**config.mk**
```make
export PLATFORM = sky130hd
export DESIGN_NAME = mgmt_reg_master
export DESIGN_NICKNAME = d
export VERILOG_FILES = /design/src/rtl/mgmt_pkg.sv /design/src/rtl/mgmt_half_timer.sv /design/src/rtl/mgmt_frame_engine.sv /design/src/rtl/mgmt_access_ctrl.sv /design/src/rtl/mgmt_reg_master.sv
export SDC_FILE = /design/constraint.sdc
export NUM_CORES = 1
export LEC_CHECK = 0
export BUFFER_PORTS_ARGS = -buffer_cell sky130_fd_sc_hd__buf_4
export CAP_MARGIN = 10
export CELL_PAD_IN_SITES_DETAIL_PLACEMENT = 1
export CELL_PAD_IN_SITES_GLOBAL_PLACEMENT = 1
export CORE_ASPECT_RATIO = 0.75
export CORE_MARGIN = 4
export CORE_UTILIZATION = 46
export CTS_CLUSTER_DIAMETER = 100
export DETAILED_ROUTE_END_ITERATION = 8
export GPL_ROUTABILITY_DRIVEN = 0
export PLACE_DENSITY_LB_ADDON = 0.1
export SYNTH_ARGS = -nofsm -noshare
export SYNTH_HDL_FRONTEND = slang
export SYNTH_SLANG_ARGS = --single-unit
```
**constraint.sdc**
```tcl
create_clock -name clk -period 4 [get_ports clk]
set_clock_uncertainty 0.2 [all_clocks]
set_input_delay 0.8 -clock clk [delete_from_list [all_inputs] [get_ports clk]]
set_output_delay 0.8 -clock clk [all_outputs]
set_load 0.03 [all_outputs]
```
**src/rtl/mgmt_pkg.sv**
```systemverilog
package mgmt_pkg;
  typedef enum logic [2:0] {
    E_IDLE,
    E_DRIVE,
    E_TA,
    E_DATA,
    E_TAIL
  } eng_st_t;

  typedef enum logic [1:0] {
    C_IDLE,
    C_FIRST,
    C_SECOND
  } ctl_st_t;

  localparam logic [1:0] START_PAT = 2'b01;
  localparam logic [1:0] OPC_RD    = 2'b10;
  localparam logic [1:0] OPC_WR    = 2'b01;
  localparam logic [1:0] TA_WR     = 2'b10;
endpackage

```
**src/rtl/mgmt_half_timer.sv**
```systemverilog
module mgmt_half_timer #(
  parameter int HALF_DIV = 4
) (
  input  logic clk,
  input  logic rst_n,
  input  logic run,
  output logic tick
);
  localparam int CW = (HALF_DIV > 1) ? $clog2(HALF_DIV) : 1;

  logic [CW-1:0] hc_q, hc_n;

  assign tick = run && (hc_q == CW'(HALF_DIV - 1));

  always_comb begin
    if (!run || tick) hc_n = '0;
    else              hc_n = hc_q + 1'b1;
  end

  always_ff @(posedge clk or negedge rst_n) begin
    if (!rst_n) hc_q <= '0;
    else        hc_q <= hc_n;
  end
endmodule

```
**src/rtl/mgmt_frame_engine.sv**
```systemverilog
module mgmt_frame_engine
  import mgmt_pkg::*;
#(
  parameter int DEV_W       = 5,
  parameter int REG_W       = 5,
  parameter int DATA_W      = 16,
  parameter int PRE_BITS    = 32,
  parameter int FLUSH_SLOTS = 32
) (
  input  logic              clk,
  input  logic              rst_n,
  input  logic              tick,
  input  logic              start,
  input  logic              wr,
  input  logic [DEV_W-1:0]  dev,
  input  logic [REG_W-1:0]  regad,
  input  logic [DATA_W-1:0] wdata,
  input  logic              mdi,
  output logic              mdc,
  output logic              mdo,
  output logic              mdo_en,
  output logic              running,
  output logic              fdone,
  output logic [DATA_W-1:0] f_rdata,
  output logic              f_nr
);
  localparam int HDR_BITS = PRE_BITS + 4 + DEV_W + REG_W;
  localparam int WR_BITS  = HDR_BITS + 2 + DATA_W;
  localparam int SLOT_W   = $clog2(WR_BITS + FLUSH_SLOTS);

  eng_st_t             st_q, st_n;
  logic [SLOT_W-1:0]   cnt_q, cnt_n, tail_q, tail_n;
  logic                ph_q, ph_n;
  logic [WR_BITS-1:0]  sr_q, sr_n, load_v;
  logic                mdc_q, mdc_n, mdo_q, mdo_n, en_q, en_n;
  logic                wr_q, wr_n, ta_q, ta_n, nr_q, nr_n, fd_q, fd_n;
  logic [DATA_W-1:0]   rd_q, rd_n;
  logic [SLOT_W-1:0]   last_drive;

  assign load_v = wr ? {{PRE_BITS{1'b1}}, START_PAT, OPC_WR, dev, regad, TA_WR, wdata}
                     : {{PRE_BITS{1'b1}}, START_PAT, OPC_RD, dev, regad, {(2 + DATA_W){1'b0}}};

  assign last_drive = wr_q ? SLOT_W'(WR_BITS - 1) : SLOT_W'(HDR_BITS - 1);

  always_comb begin
    st_n   = st_q;
    cnt_n  = cnt_q;
    tail_n = tail_q;
    ph_n   = ph_q;
    sr_n   = sr_q;
    mdc_n  = mdc_q;
    mdo_n  = mdo_q;
    en_n   = en_q;
    wr_n   = wr_q;
    ta_n   = ta_q;
    nr_n   = nr_q;
    rd_n   = rd_q;
    fd_n   = 1'b0;
    if (st_q == E_IDLE) begin
      if (start) begin
        st_n  = E_DRIVE;
        cnt_n = '0;
        ph_n  = 1'b0;
        sr_n  = load_v;
        mdc_n = 1'b0;
        mdo_n = load_v[WR_BITS-1];
        en_n  = 1'b1;
        wr_n  = wr;
        nr_n  = 1'b0;
        ta_n  = 1'b0;
        rd_n  = '0;
      end
    end else if (tick) begin
      if (!ph_q) begin
        // rising bus clock: sampling point
        ph_n  = 1'b1;
        mdc_n = 1'b1;
        if (st_q == E_TA && cnt_q == SLOT_W'(1)) ta_n = mdi;
        if (st_q == E_DATA) rd_n = {rd_q[DATA_W-2:0], mdi};
      end else begin
        // falling bus clock: next slot begins, data may change
        ph_n  = 1'b0;
        mdc_n = 1'b0;
        cnt_n = cnt_q + 1'b1;
        case (st_q)
          E_DRIVE: begin
            sr_n  = {sr_q[WR_BITS-2:0], 1'b0};
            mdo_n = sr_q[WR_BITS-2];
            if (cnt_q == last_drive) begin
              cnt_n = '0;
              en_n  = 1'b0;
              mdo_n = 1'b1;
              if (wr_q) begin
                st_n   = E_TAIL;
                tail_n = SLOT_W'(1);
              end else begin
                st_n = E_TA;
              end
            end
          end
          E_TA: begin
            if (cnt_q == SLOT_W'(1)) begin
              cnt_n = '0;
              if (ta_q) begin
                st_n   = E_TAIL;
                tail_n = SLOT_W'(FLUSH_SLOTS);
                nr_n   = 1'b1;
                rd_n   = '1;
              end else begin
                st_n = E_DATA;
              end
            end
          end
          E_DATA: begin
            if (cnt_q == SLOT_W'(DATA_W - 1)) begin
              cnt_n  = '0;
              st_n   = E_TAIL;
              tail_n = SLOT_W'(2);
            end
          end
          E_TAIL: begin
            if (cnt_q == tail_q - 1'b1) begin
              st_n  = E_IDLE;
              cnt_n = '0;
              mdc_n = 1'b1;
              fd_n  = 1'b1;
            end
          end
          default: st_n = E_IDLE;
        endcase
      end
    end
  end

  always_ff @(posedge clk or negedge rst_n) begin
    if (!rst_n) begin
      st_q   <= E_IDLE;
      cnt_q  <= '0;
      tail_q <= '0;
      ph_q   <= 1'b0;
      sr_q   <= '0;
      mdc_q  <= 1'b1;
      mdo_q  <= 1'b1;
      en_q   <= 1'b0;
      wr_q   <= 1'b0;
      ta_q   <= 1'b0;
      nr_q   <= 1'b0;
      rd_q   <= '0;
      fd_q   <= 1'b0;
    end else begin
      st_q   <= st_n;
      cnt_q  <= cnt_n;
      tail_q <= tail_n;
      ph_q   <= ph_n;
      sr_q   <= sr_n;
      mdc_q  <= mdc_n;
      mdo_q  <= mdo_n;
      en_q   <= en_n;
      wr_q   <= wr_n;
      ta_q   <= ta_n;
      nr_q   <= nr_n;
      rd_q   <= rd_n;
      fd_q   <= fd_n;
    end
  end

  assign mdc     = mdc_q;
  assign mdo     = mdo_q;
  assign mdo_en  = en_q;
  assign running = (st_q != E_IDLE);
  assign fdone   = fd_q;
  assign f_rdata = rd_q;
  assign f_nr    = nr_q;

  // outgoing line is never changed on the rising bus clock
  p_rise_hold_r2: assert property (@(posedge clk) disable iff (!rst_n)
    $rose(mdc_q) |-> ($stable(mdo_q) && $stable(en_q)));

  // a new frame is only launched into an idle engine
  p_start_idle_r6: assert property (@(posedge clk) disable iff (!rst_n)
    start |-> (st_q == E_IDLE));
endmodule

```
**src/rtl/mgmt_access_ctrl.sv**
```systemverilog
module mgmt_access_ctrl
  import mgmt_pkg::*;
#(
  parameter int ADDR_W    = 10,
  parameter int REG_W     = 5,
  parameter int DATA_W    = 16,
  parameter int HIGH_BASE = 'h300
) (
  input  logic                    clk,
  input  logic                    rst_n,
  input  logic                    cmd_valid,
  input  logic                    cmd_write,
  input  logic [ADDR_W-1:0]       cmd_addr,
  input  logic [DATA_W-1:0]       cmd_wdata,
  output logic                    cmd_ready,
  output logic                    busy,
  output logic                    done,
  output logic [DATA_W-1:0]       rd_data,
  output logic                    no_resp,
  output logic                    eng_start,
  output logic                    eng_wr,
  output logic [ADDR_W-REG_W-1:0] eng_dev,
  output logic [REG_W-1:0]        eng_reg,
  output logic [DATA_W-1:0]       eng_wdata,
  input  logic                    fdone,
  input  logic [DATA_W-1:0]       f_rdata,
  input  logic                    f_nr
);
  ctl_st_t           st_q, st_n;
  logic              wr_q, wr_n, dbl_q, dbl_n, start_q, start_n, done_q, done_n, nr_q, nr_n;
  logic [ADDR_W-1:0] addr_q, addr_n;
  logic [DATA_W-1:0] wd_q, wd_n, rdat_q, rdat_n;
  logic              finish;

  always_comb begin
    st_n    = st_q;
    wr_n    = wr_q;
    dbl_n   = dbl_q;
    addr_n  = addr_q;
    wd_n    = wd_q;
    start_n = 1'b0;
    done_n  = 1'b0;
    rdat_n  = rdat_q;
    nr_n    = nr_q;
    finish  = 1'b0;
    case (st_q)
      C_IDLE: begin
        if (cmd_valid) begin
          st_n    = C_FIRST;
          wr_n    = cmd_write;
          addr_n  = cmd_addr;
          wd_n    = cmd_wdata;
          dbl_n   = !cmd_write && (cmd_addr >= ADDR_W'(HIGH_BASE));
          start_n = 1'b1;
        end
      end
      C_FIRST: begin
        if (fdone) begin
          if (dbl_q) begin
            st_n    = C_SECOND;
            start_n = 1'b1;
          end else begin
            finish = 1'b1;
          end
        end
      end
      C_SECOND: if (fdone) finish = 1'b1;
      default: st_n = C_IDLE;
    endcase
    if (finish) begin
      st_n   = C_IDLE;
      done_n = 1'b1;
      rdat_n = wr_q ? '0 : f_rdata;
      nr_n   = !wr_q && f_nr;
    end
  end

  always_ff @(posedge clk or negedge rst_n) begin
    if (!rst_n) begin
      st_q    <= C_IDLE;
      wr_q    <= 1'b0;
      dbl_q   <= 1'b0;
      addr_q  <= '0;
      wd_q    <= '0;
      start_q <= 1'b0;
      done_q  <= 1'b0;
      rdat_q  <= '0;
      nr_q    <= 1'b0;
    end else begin
      st_q    <= st_n;
      wr_q    <= wr_n;
      dbl_q   <= dbl_n;
      addr_q  <= addr_n;
      wd_q    <= wd_n;
      start_q <= start_n;
      done_q  <= done_n;
      rdat_q  <= rdat_n;
      nr_q    <= nr_n;
    end
  end

  assign cmd_ready = (st_q == C_IDLE);
  assign busy      = (st_q != C_IDLE);
  assign done      = done_q;
  assign rd_data   = rdat_q;
  assign no_resp   = nr_q;
  assign eng_start = start_q;
  assign eng_wr    = wr_q;
  assign eng_dev   = addr_q[ADDR_W-1:REG_W];
  assign eng_reg   = addr_q[REG_W-1:0];
  assign eng_wdata = wd_q;

  // an accepted command makes the master busy and closes the handshake
  p_accept_busy_r8: assert property (@(posedge clk) disable iff (!rst_n)
    (cmd_valid && cmd_ready) |=> (busy && !cmd_ready));

  // done is a single-cycle pulse
  p_done_once_r9: assert property (@(posedge clk) disable iff (!rst_n)
    done |=> !done);

  // a missing device always reports all ones
  p_noresp_ones_r5: assert property (@(posedge clk) disable iff (!rst_n)
    (done && no_resp) |-> (rd_data == '1));
endmodule

```
**src/rtl/mgmt_reg_master.sv**
```systemverilog
module mgmt_reg_master #(
  parameter int HALF_DIV    = 4,
  parameter int ADDR_W      = 10,
  parameter int REG_W       = 5,
  parameter int DATA_W      = 16,
  parameter int PRE_BITS    = 32,
  parameter int FLUSH_SLOTS = 32,
  parameter int HIGH_BASE   = 'h300
) (
  input  logic              clk,
  input  logic              rst_n,
  input  logic              cmd_valid,
  output logic              cmd_ready,
  input  logic              cmd_write,
  input  logic [ADDR_W-1:0] cmd_addr,
  input  logic [DATA_W-1:0] cmd_wdata,
  output logic              busy,
  output logic              done,
  output logic [DATA_W-1:0] rd_data,
  output logic              no_resp,
  output logic              mdc,
  output logic              mdo,
  output logic              mdo_en,
  input  logic              mdi
);
  localparam int DEV_W = ADDR_W - REG_W;

  logic              tick, eng_run, eng_start, eng_wr, fdone, f_nr;
  logic [DEV_W-1:0]  eng_dev;
  logic [REG_W-1:0]  eng_reg;
  logic [DATA_W-1:0] eng_wdata, f_rdata;

  mgmt_access_ctrl #(
    .ADDR_W(ADDR_W), .REG_W(REG_W), .DATA_W(DATA_W), .HIGH_BASE(HIGH_BASE)
  ) u_ctrl (
    .clk(clk), .rst_n(rst_n),
    .cmd_valid(cmd_valid), .cmd_write(cmd_write), .cmd_addr(cmd_addr), .cmd_wdata(cmd_wdata),
    .cmd_ready(cmd_ready), .busy(busy), .done(done), .rd_data(rd_data), .no_resp(no_resp),
    .eng_start(eng_start), .eng_wr(eng_wr), .eng_dev(eng_dev), .eng_reg(eng_reg),
    .eng_wdata(eng_wdata), .fdone(fdone), .f_rdata(f_rdata), .f_nr(f_nr)
  );

  mgmt_half_timer #(.HALF_DIV(HALF_DIV)) u_timer (
    .clk(clk), .rst_n(rst_n), .run(eng_run), .tick(tick)
  );

  mgmt_frame_engine #(
    .DEV_W(DEV_W), .REG_W(REG_W), .DATA_W(DATA_W),
    .PRE_BITS(PRE_BITS), .FLUSH_SLOTS(FLUSH_SLOTS)
  ) u_engine (
    .clk(clk), .rst_n(rst_n), .tick(tick), .start(eng_start), .wr(eng_wr),
    .dev(eng_dev), .regad(eng_reg), .wdata(eng_wdata), .mdi(mdi),
    .mdc(mdc), .mdo(mdo), .mdo_en(mdo_en), .running(eng_run),
    .fdone(fdone), .f_rdata(f_rdata), .f_nr(f_nr)
  );

  // while the master is idle the bus clock rests high and the line is released
  p_idle_lines_r7: assert property (@(posedge clk) disable iff (!rst_n)
    cmd_ready |-> (mdc && !mdo_en));
endmodule

```
==> impl_summary.txt, run 1 <==
----------------------------------------------------
[Outcome]
  Outcome ... completed

[Hold path]
  Worst Hold Class ... in -> async

[Clocking]
  Clock tree from TritonCTS ... built
  # clock sinks ... 151
  Clock tree root buffer cell ... sky130_fd_sc_hd__clkbuf_16
  Maximum buffer depth of the clock tree ... 2
  Clk Latency, worst-skew pair ... 0.42 ns
  Total setup buffers inserted after CTS ... 0
  Hold buffers post-CTS ... 0
  Clock slew at the register clock pins of the worst setup and hold paths ... 0.06 ns
  Count of cells resized by post-cts repair ... 0
  CTS H-tree lvls ... 4
  Cts bufs inserted ... 17

[Floorplan]
  Die outline height ... 112 um
  Core region area ... 13,900 um2
  Initial Utilization ... 47.6%
  Die Footprint ... 16,400 um2
  Io pins ... 54
  Die Span X ... 146 um
  Cell row count ... 37

[Synth]
  Synthesized netlist net count ... 681
  Post-synthesis area per instance ... 10.3 um2
  Number of warnings printed during yosys synthesis ... 0
  Cell area after technology mapping ... 6610 um2
  Synth async-reset ratio ... 100%
  Post-synth EDFFs ... 0
  #FFs+latches synth ... 151
  Sequential-to-total area share from yosys stat ... 57.2%
  Number of instances in the synthesized netlist ... 642
  Cell variety after synth ... 54
  Top_reg_cell synth ... sky130_fd_sc_hd__dfrtp_1

[GRT]
  Antenna violations before repair ... 0
  Total global routing track utilization ... 19.9%
  Via count of the first global-routing pass ... 5,305
  First-pass GRT wire length ... 26.7 mm
  Pin count of the biggest net entering global routing ... 83
  Remaining global-route overflow ... 0

[STA]
  Top achievable clock speed ... 325 MHz
  Post-route fraction of the period consumed by the critical path ... 76.9%
  Unrepaired setup endpoints after global routing ... false
  Final hold violation count ... 0
  Setup_tns ... 0 ns
  Crit path time final ... 3.08 ns
  Final number of setup-violating endpoints ... 0
  Number of pins exceeding their max-slew limit in the final report ... 0
  Relative slew slack ... 25.0%
  Post-layout worst setup margin ... 0.924 ns
  Transition at the pin with the smallest max-transition slack ... 1.13 ns

[Critical path]
  Kind of capture point of the worst setup path ... register
  Capture point of the worst reg-to-reg path ... u_engine.sr_q[4]
  Max FO, Critical Path ... 82
  Crit path buffers/inverters ... 2
  Worst Setup Path Type ... reg -> reg
  Reg-to-reg critical path startpoint ... u_engine.st_q[1]
  Required time at the endpoint of the critical path ... 4.13 ns
  Cell chain of the critical path ... nor3_4 -> buf_4 -> nor2_1 -> a21oi_2 -> nor3_4 -> buf_4 -> nor2_1 -> a31oi_1
  Setup slack on the worst flop-to-flop path ... 0.92 ns
  Family with the most delay on the worst path ... buffers and inverters
  Worst setup SP type ... register
  Length in cells of the worst reg-to-reg path ... 8
  Arrival time at the worst endpoint ... 3.21 ns
  Cell with the largest stage delay on the worst path ... sky130_fd_sc_hd__dfrtp_1
  Critical Path Max Stage Delay ... 0.74 ns

[Layout]
  Proportion of layout cells with a drive suffix above 1 ... 19.2%
  Number of nets in the layout ... 718
  Layout Utilization ... 55.7%
  P&R area growth vs syn ... 17.2%
  Non-filler instance count after layout ... 867
  Antenna cells ... 0

[Route]
  First DRT Iteration DRCs ... 204
  Remaining number of nets flagged by the antenna check after routing ... 0
  Post-route DRC violation count ... 0
  Mean routed wirelength per cell ... 17.7 um
  Via total after detailed routing ... 4,950
  Final Routed Wirelength ... 15.3 mm
  Vias per cell ... 5.71
  Router iterations before antenna repair ... 4

[Placed design]
  Worst setup timing slack at the placement stage ... 1.00 ns
  DP Wirelength ... 9.69 mm
  Quantity of I/O buffers inserted on ports ... 53
  Post-Place Cells ... 834

[Power and ir drop]
  Power density relative to cell area ... 499 nW/um2
  Maximum vdd drop ... 319 uV
  Static Leakage ... 3.23 nW

[Job]
  MaxCap Viol Count ... 0

----------------------------------------------------
synthesized netlist by cell type (4+ instances only):
cell                       count  share of area [%]
sky130_fd_sc_hd__nor3_1        6               0.45
sky130_fd_sc_hd__nand3_1      23                1.7
sky130_fd_sc_hd__dfrtp_1     149                 56
sky130_fd_sc_hd__o22a_1       30                4.0
sky130_fd_sc_hd__nand2_1     103                5.9
sky130_fd_sc_hd__a21oi_1      15                1.1
sky130_fd_sc_hd__buf_2         8               0.61
sky130_fd_sc_hd__inv_1        13               0.74
sky130_fd_sc_hd__clkbuf_1     31                1.8
sky130_fd_sc_hd__nor2b_1       4               0.38
sky130_fd_sc_hd__nand4_1       4               0.38
sky130_fd_sc_hd__nand2b_1     21                2.0
sky130_fd_sc_hd__nor2_1       46                2.6
sky130_fd_sc_hd__ha_1          8                1.5
sky130_fd_sc_hd__a31oi_1      28                2.7
sky130_fd_sc_hd__and2_1        5               0.47
sky130_fd_sc_hd__o21ai_1      22                1.7
sky130_fd_sc_hd__o21ai_0      46                3.5
sky130_fd_sc_hd__mux2_2       28                4.8
worst max-delay path by stage:
stage                     slack (ns)  cells after the start                from                  end
after CTS                       0.94                      8    u_engine.st_q[1]     u_engine.sr_q[4]
after global placement          1.18                      3    u_engine.st_q[1]  u_engine.f_rdata[7]
after floorplan                 1.68                      8  u_engine.tail_q[0]     u_engine.st_q[0]
after global routing            0.64                      8    u_engine.st_q[1]    u_engine.sr_q[23]
after detailed placement        1.00                      8    u_engine.st_q[1]     u_engine.sr_q[2]
final                           0.92                      8    u_engine.st_q[1]     u_engine.sr_q[4]
cells in the final DEF, fill, tap and decap left out, drive strengths merged, types with 2 or more instances in the layout:
cell type  Yosys  routed
dfrtp        149     149
nand2        103     103
o21ai         68      68
buf           11      60
nor2          46      46
o22a          30      30
a31oi         28      28
mux2          28      28
nand3         23      23
nand2b        21      21
clkbuf        31      20
inv           13      19
a21oi         16      16
nor3           9       9
ha             8       8
and2           5       5
nor2b          4       4
nand4          4       4
xnor2          3       3
a211oi         3       3
o2bb2ai        3       3
a31o           3       3
clkinv         0       3
or3            3       3
o31ai          3       3
nor3b          2       2
and3           2       2
a32o           2       2
clkinvlp       0       2
dfstp          2       2
nor4           2       2
through the flow:
step	total power [W]	area, um2	hold slack, ns
floorplan	0.00211	6610	0.215
CTS	0.00389	7710	0.207
finish	0.00386	7740	0.188
global route	0.00403	7740	0.232
global placement	0.00225	7120	0.226
detailed placement	0.00228	7120	0.236
worst reg2reg max path, cell delays in order, from the launching register on:
cell and delay, ns:
sky130_fd_sc_hd__dfrtp_1 0.74, sky130_fd_sc_hd__nor3_4 0.07, sky130_fd_sc_hd__buf_4 0.27, sky130_fd_sc_hd__nor2_1 0.40, sky130_fd_sc_hd__a21oi_2 0.15, sky130_fd_sc_hd__nor3_4 0.13, sky130_fd_sc_hd__buf_4 0.65, sky130_fd_sc_hd__nor2_1 0.18
sky130_fd_sc_hd__a31oi_1 0.21
cell families (layout without fill, tap and decap cells):
family	count (synthesis)	after routing	share of synthesized area (%)
AO/OA/AOI/OAI	168	168	16.7
AND/OR/NAND/NOR	228	228	15.9
multiplexers	28	28	4.77
buffers and inverters	55	105	3.39
adder cells (fa/ha/maj)	8	8	1.52
XOR/XNOR	4	4	0.531
flip-flops	151	151	57.2
layout make-up:
type | instances | area [um2]
Clock buffer | 20 | 457
Clock inverter | 12 | 134
Fill cell | 1480 | 6150
Inverter | 13 | 48.8
Multi-Input combinational cell | 436 | 2610
Sequential cell | 151 | 3780
Tap cell | 175 | 219
Timing Repair Buffer | 60 | 487
layer usage:
layer / wire (um) / vias up / track usage [%]
met2: 7410 / 84 / 32.8
met4: 268 / 0 / 7.27
met1: 7170 / 2504 / 26.5
met5: 0 / - / 0
met3: 461 / 26 / 3.95
li1: - / 2336 / -
power by group:
group | internal [W] | total (W) | switching, W
clock network | 0.000913 | 0.00160 | 0.000687
logic | 0.000246 | 0.000430 | 0.000183
registers | 0.00168 | 0.00183 | 0.000145
total | 0.00284 | 0.00386 | 0.00102
registers in the layout (all words and copies together), names as in the netlist:
| signal | count |
|---|---|
| u_ctrl.addr_q | 10 |
| u_ctrl.dbl_q | 1 |
| u_ctrl.done | 1 |
| u_ctrl.eng_start | 1 |
| u_ctrl.eng_wdata | 16 |
| u_ctrl.eng_wr | 1 |
| u_ctrl.no_resp | 1 |
| u_ctrl.rd_data | 16 |
| u_ctrl.st_q | 2 |
| u_engine.cnt_q | 7 |
| u_engine.f_nr | 1 |
| u_engine.f_rdata | 16 |
| u_engine.fdone | 1 |
| u_engine.mdc | 1 |
| u_engine.mdo | 1 |
| u_engine.mdo_en | 1 |
| u_engine.ph_q | 1 |
| u_engine.sr_q | 63 |
| u_engine.st_q | 3 |
| u_engine.ta_q | 1 |
| u_engine.tail_q | 3 |
| u_engine.wr_q | 1 |
| u_timer.hc_q | 2 |
(Power assumes the default switching activity.)
==> inputs of run 2 (changes only) <==
Clock period 4 ns to 2.9 ns, I/O delays scaled along.
==> impl_summary.txt, run 2 (synthesis results as in run 1) <==
----------------------------------------------------
[STA]
  Setup_tns ... 0 ns (unchanged)
  Crit path time final ... 2.57 ns (-0.509 ns)
  Unrepaired setup endpoints after global routing ... false
  Post-layout worst setup margin ... 0.333 ns (-0.591 ns)
  Final number of setup-violating endpoints ... 0 (unchanged)
  Relative slew slack ... 52.3% (+27 points)
  Number of pins exceeding their max-slew limit in the final report ... 0 (unchanged)
  Top achievable clock speed ... 390 MHz (+20%)
  Post-route fraction of the period consumed by the critical path ... 88.5% (+12 points)
  Transition at the pin with the smallest max-transition slack ... 0.716 ns (-0.409 ns)
  Final hold violation count ... 0 (unchanged)

[Placed design]
  Post-Place Cells ... 846 (+1.4%)
  Quantity of I/O buffers inserted on ports ... 53 (unchanged)
  Worst setup timing slack at the placement stage ... 0.379 ns (-0.624 ns)
  DP Wirelength ... 10.4 mm (+6.8%)

[Clocking]
  Maximum buffer depth of the clock tree ... 2 (unchanged)
  Cts bufs inserted ... 17 (unchanged)
  Clock tree root buffer cell ... sky130_fd_sc_hd__clkbuf_16
  Clock slew at the register clock pins of the worst setup and hold paths ... 0.06 ns (about the same)
  Count of cells resized by post-cts repair ... 0 (unchanged)
  # clock sinks ... 151 (unchanged)
  Total setup buffers inserted after CTS ... 0 (unchanged)
  CTS H-tree lvls ... 4 (unchanged)
  Clock tree from TritonCTS ... built
  Clk Latency, worst-skew pair ... 0.41 ns (about the same)

[GRT]
  First-pass GRT wire length ... 27.0 mm (+0.83%)
  Total global routing track utilization ... 20.3% (+0.35 points)
  Pin count of the biggest net entering global routing ... 83 (unchanged)
  Remaining global-route overflow ... 0 (unchanged)
  Via count of the first global-routing pass ... 5,293 (-0.23%)
  Antenna violations before repair ... 0 (unchanged)

[Power and ir drop]
  Power density relative to cell area ... 673 nW/um2 (+35%)
  Maximum vdd drop ... 490 uV (+54%)
  Part of the total power dissipated in combinational logic ... 11.7% (+0.6 points)
  Sw Pwr ... 0.00130 W (+28%)
  Internal power ... 0.00397 W (+40%)
  Switching share of total power ... 24.6% (-1.7 points)
  Static Leakage ... 3.27 nW (+1.5%)
  Sequential share of power ... 47.3% (about the same)
  Share of power burned in the clock network ... 41.0% (-0.5 points)

[Layout]
  Number of nets in the layout ... 730 (+1.7%)
  Most common cell after layout, fill and taps aside ... sky130_fd_sc_hd__dfrtp_1
  Antenna cells ... 0 (unchanged)
  Non-filler instance count after layout ... 879 (+1.4%)
  Proportion of layout cells with a drive suffix above 1 ... 19.9% (+0.67 points)
  Commonest non-fill, non-tap cells in the layout ... sky130_fd_sc_hd__dfrtp_1, sky130_fd_sc_hd__nand2_1, sky130_fd_sc_hd__buf_4
  Most flops, register ... u_engine.sr_q
  Number of flip-flops in the largest register ... 63 (unchanged)
  P&R area growth vs syn ... 18.4%
  Layout Utilization ... 56.3% (+0.57 points)

[Route]
  Final Routed Wirelength ... 15.4 mm (+0.65%)
  Vias per cell ... 5.57 (-2.4%)
  Remaining number of nets flagged by the antenna check after routing ... 0 (unchanged)
  First DRT Iteration DRCs ... 350 (+72%)
  Post-route DRC violation count ... 0 (unchanged)
  Via total after detailed routing ... 4,899 (-1.0%)
  Router iterations before antenna repair ... 4 (unchanged)
  Mean routed wirelength per cell ... 17.5 um (-0.72%)

[Outcome]
  Outcome ... completed

[Critical path]
  Required time at the endpoint of the critical path ... 2.99 ns (-1.14 ns)
  Worst Setup Path Type ... reg -> reg
  Worst setup SP type ... register
  Arrival time at the worst endpoint ... 2.65 ns (-0.56 ns)
  Max FO, Critical Path ... 32 (-61%)
  Kind of capture point of the worst setup path ... register

[Floorplan]
  Die Span X ... 146 um (unchanged)
  Cell row count ... 37 (unchanged)
  Core region area ... 13,900 um2 (unchanged)
  Io pins ... 54 (unchanged)
  Initial Utilization ... 47.6% (unchanged)
  Die Footprint ... 16,400 um2 (unchanged)
  Die outline height ... 112 um (unchanged)

[Job]
  MaxCap Viol Count ... 0 (unchanged)

[Hold path]
  Worst Hold Class ... in -> reg

----------------------------------------------------
==> run 2: final cells by class <==
type                       instances  area, um2
clock buffer                      24        472
clock inverter                     8        100
timing repair buffer              72        584
multi-input combinational        436       2610
fill                            1519       6070
inverter                          13       48.8
tap                              175        219
sequential                       151       3780
==> run 2: power groups by stage <==
stage	logic [W]	clock network (W)	registers [W]
6_report	0.000617	0.00216	0.00249
3_5_place_dp	0.000632	0	0.00253
5_1_grt	0.000695	0.00230	0.00252
2_1_floorplan	0.000468	0	0.00244
4_1_cts	0.000635	0.00221	0.00249
3_3_place_gp	0.000591	0	0.00252
==> run 2: worst paths after layout <==
check / from / to / slack [ns] / depth (start not counted)
min in group asynchronous: rst_n / u_ctrl.rd_data[5] / 0.54 / 2
hold / removal: cmd_wdata[7] / u_ctrl.eng_wdata[7] / 0.19 / 2
max in group asynchronous: rst_n / u_engine.sr_q[15] / 1.32 / 3
setup / recovery: u_engine.cnt_q[1] / u_engine.f_rdata[13] / 0.33 / 9
setup reg to reg: u_engine.cnt_q[1] / u_engine.f_rdata[13] / 0.33 / 9
hold reg to reg: u_timer.hc_q[0] / u_timer.hc_q[0] / 0.25 / 1
==> run 2: timing repair <==
action	4_1_cts	5_1_grt
hold endpoints to repair	51	0
setup endpoints to repair	0	0
hold buffers	1	0
==> run 2: stage by stage <==
stage / hold slack (ns) / power, W / instance area, um2
finish: 0.192 / 0.00526 / 7820
global placement: 0.226 / 0.00311 / 7240
CTS: 0.171 / 0.00534 / 7820
detailed placement: 0.247 / 0.00316 / 7240
global route: 0.170 / 0.00551 / 7820
floorplan: 0.0844 / 0.00291 / 6610
==> run 2: critical path, cell delays in order (launching register included) <==
cell	delay, ns
sky130_fd_sc_hd__dfrtp_1	0.44
sky130_fd_sc_hd__inv_1	0.10
sky130_fd_sc_hd__ha_1	0.13
sky130_fd_sc_hd__nor3b_1	0.43
sky130_fd_sc_hd__and4b_1	0.39
sky130_fd_sc_hd__nand2_1	0.09
sky130_fd_sc_hd__a32o_1	0.26
sky130_fd_sc_hd__buf_4	0.23
sky130_fd_sc_hd__nand2_1	0.10
sky130_fd_sc_hd__o21ai_1	0.07
==> run 2: per-layer routing <==
metal	routed length, um	GRT usage, %
met2	7350	32.7
met4	228	6.58
met5	0	0
met1	7240	27.5
met3	591	4.43
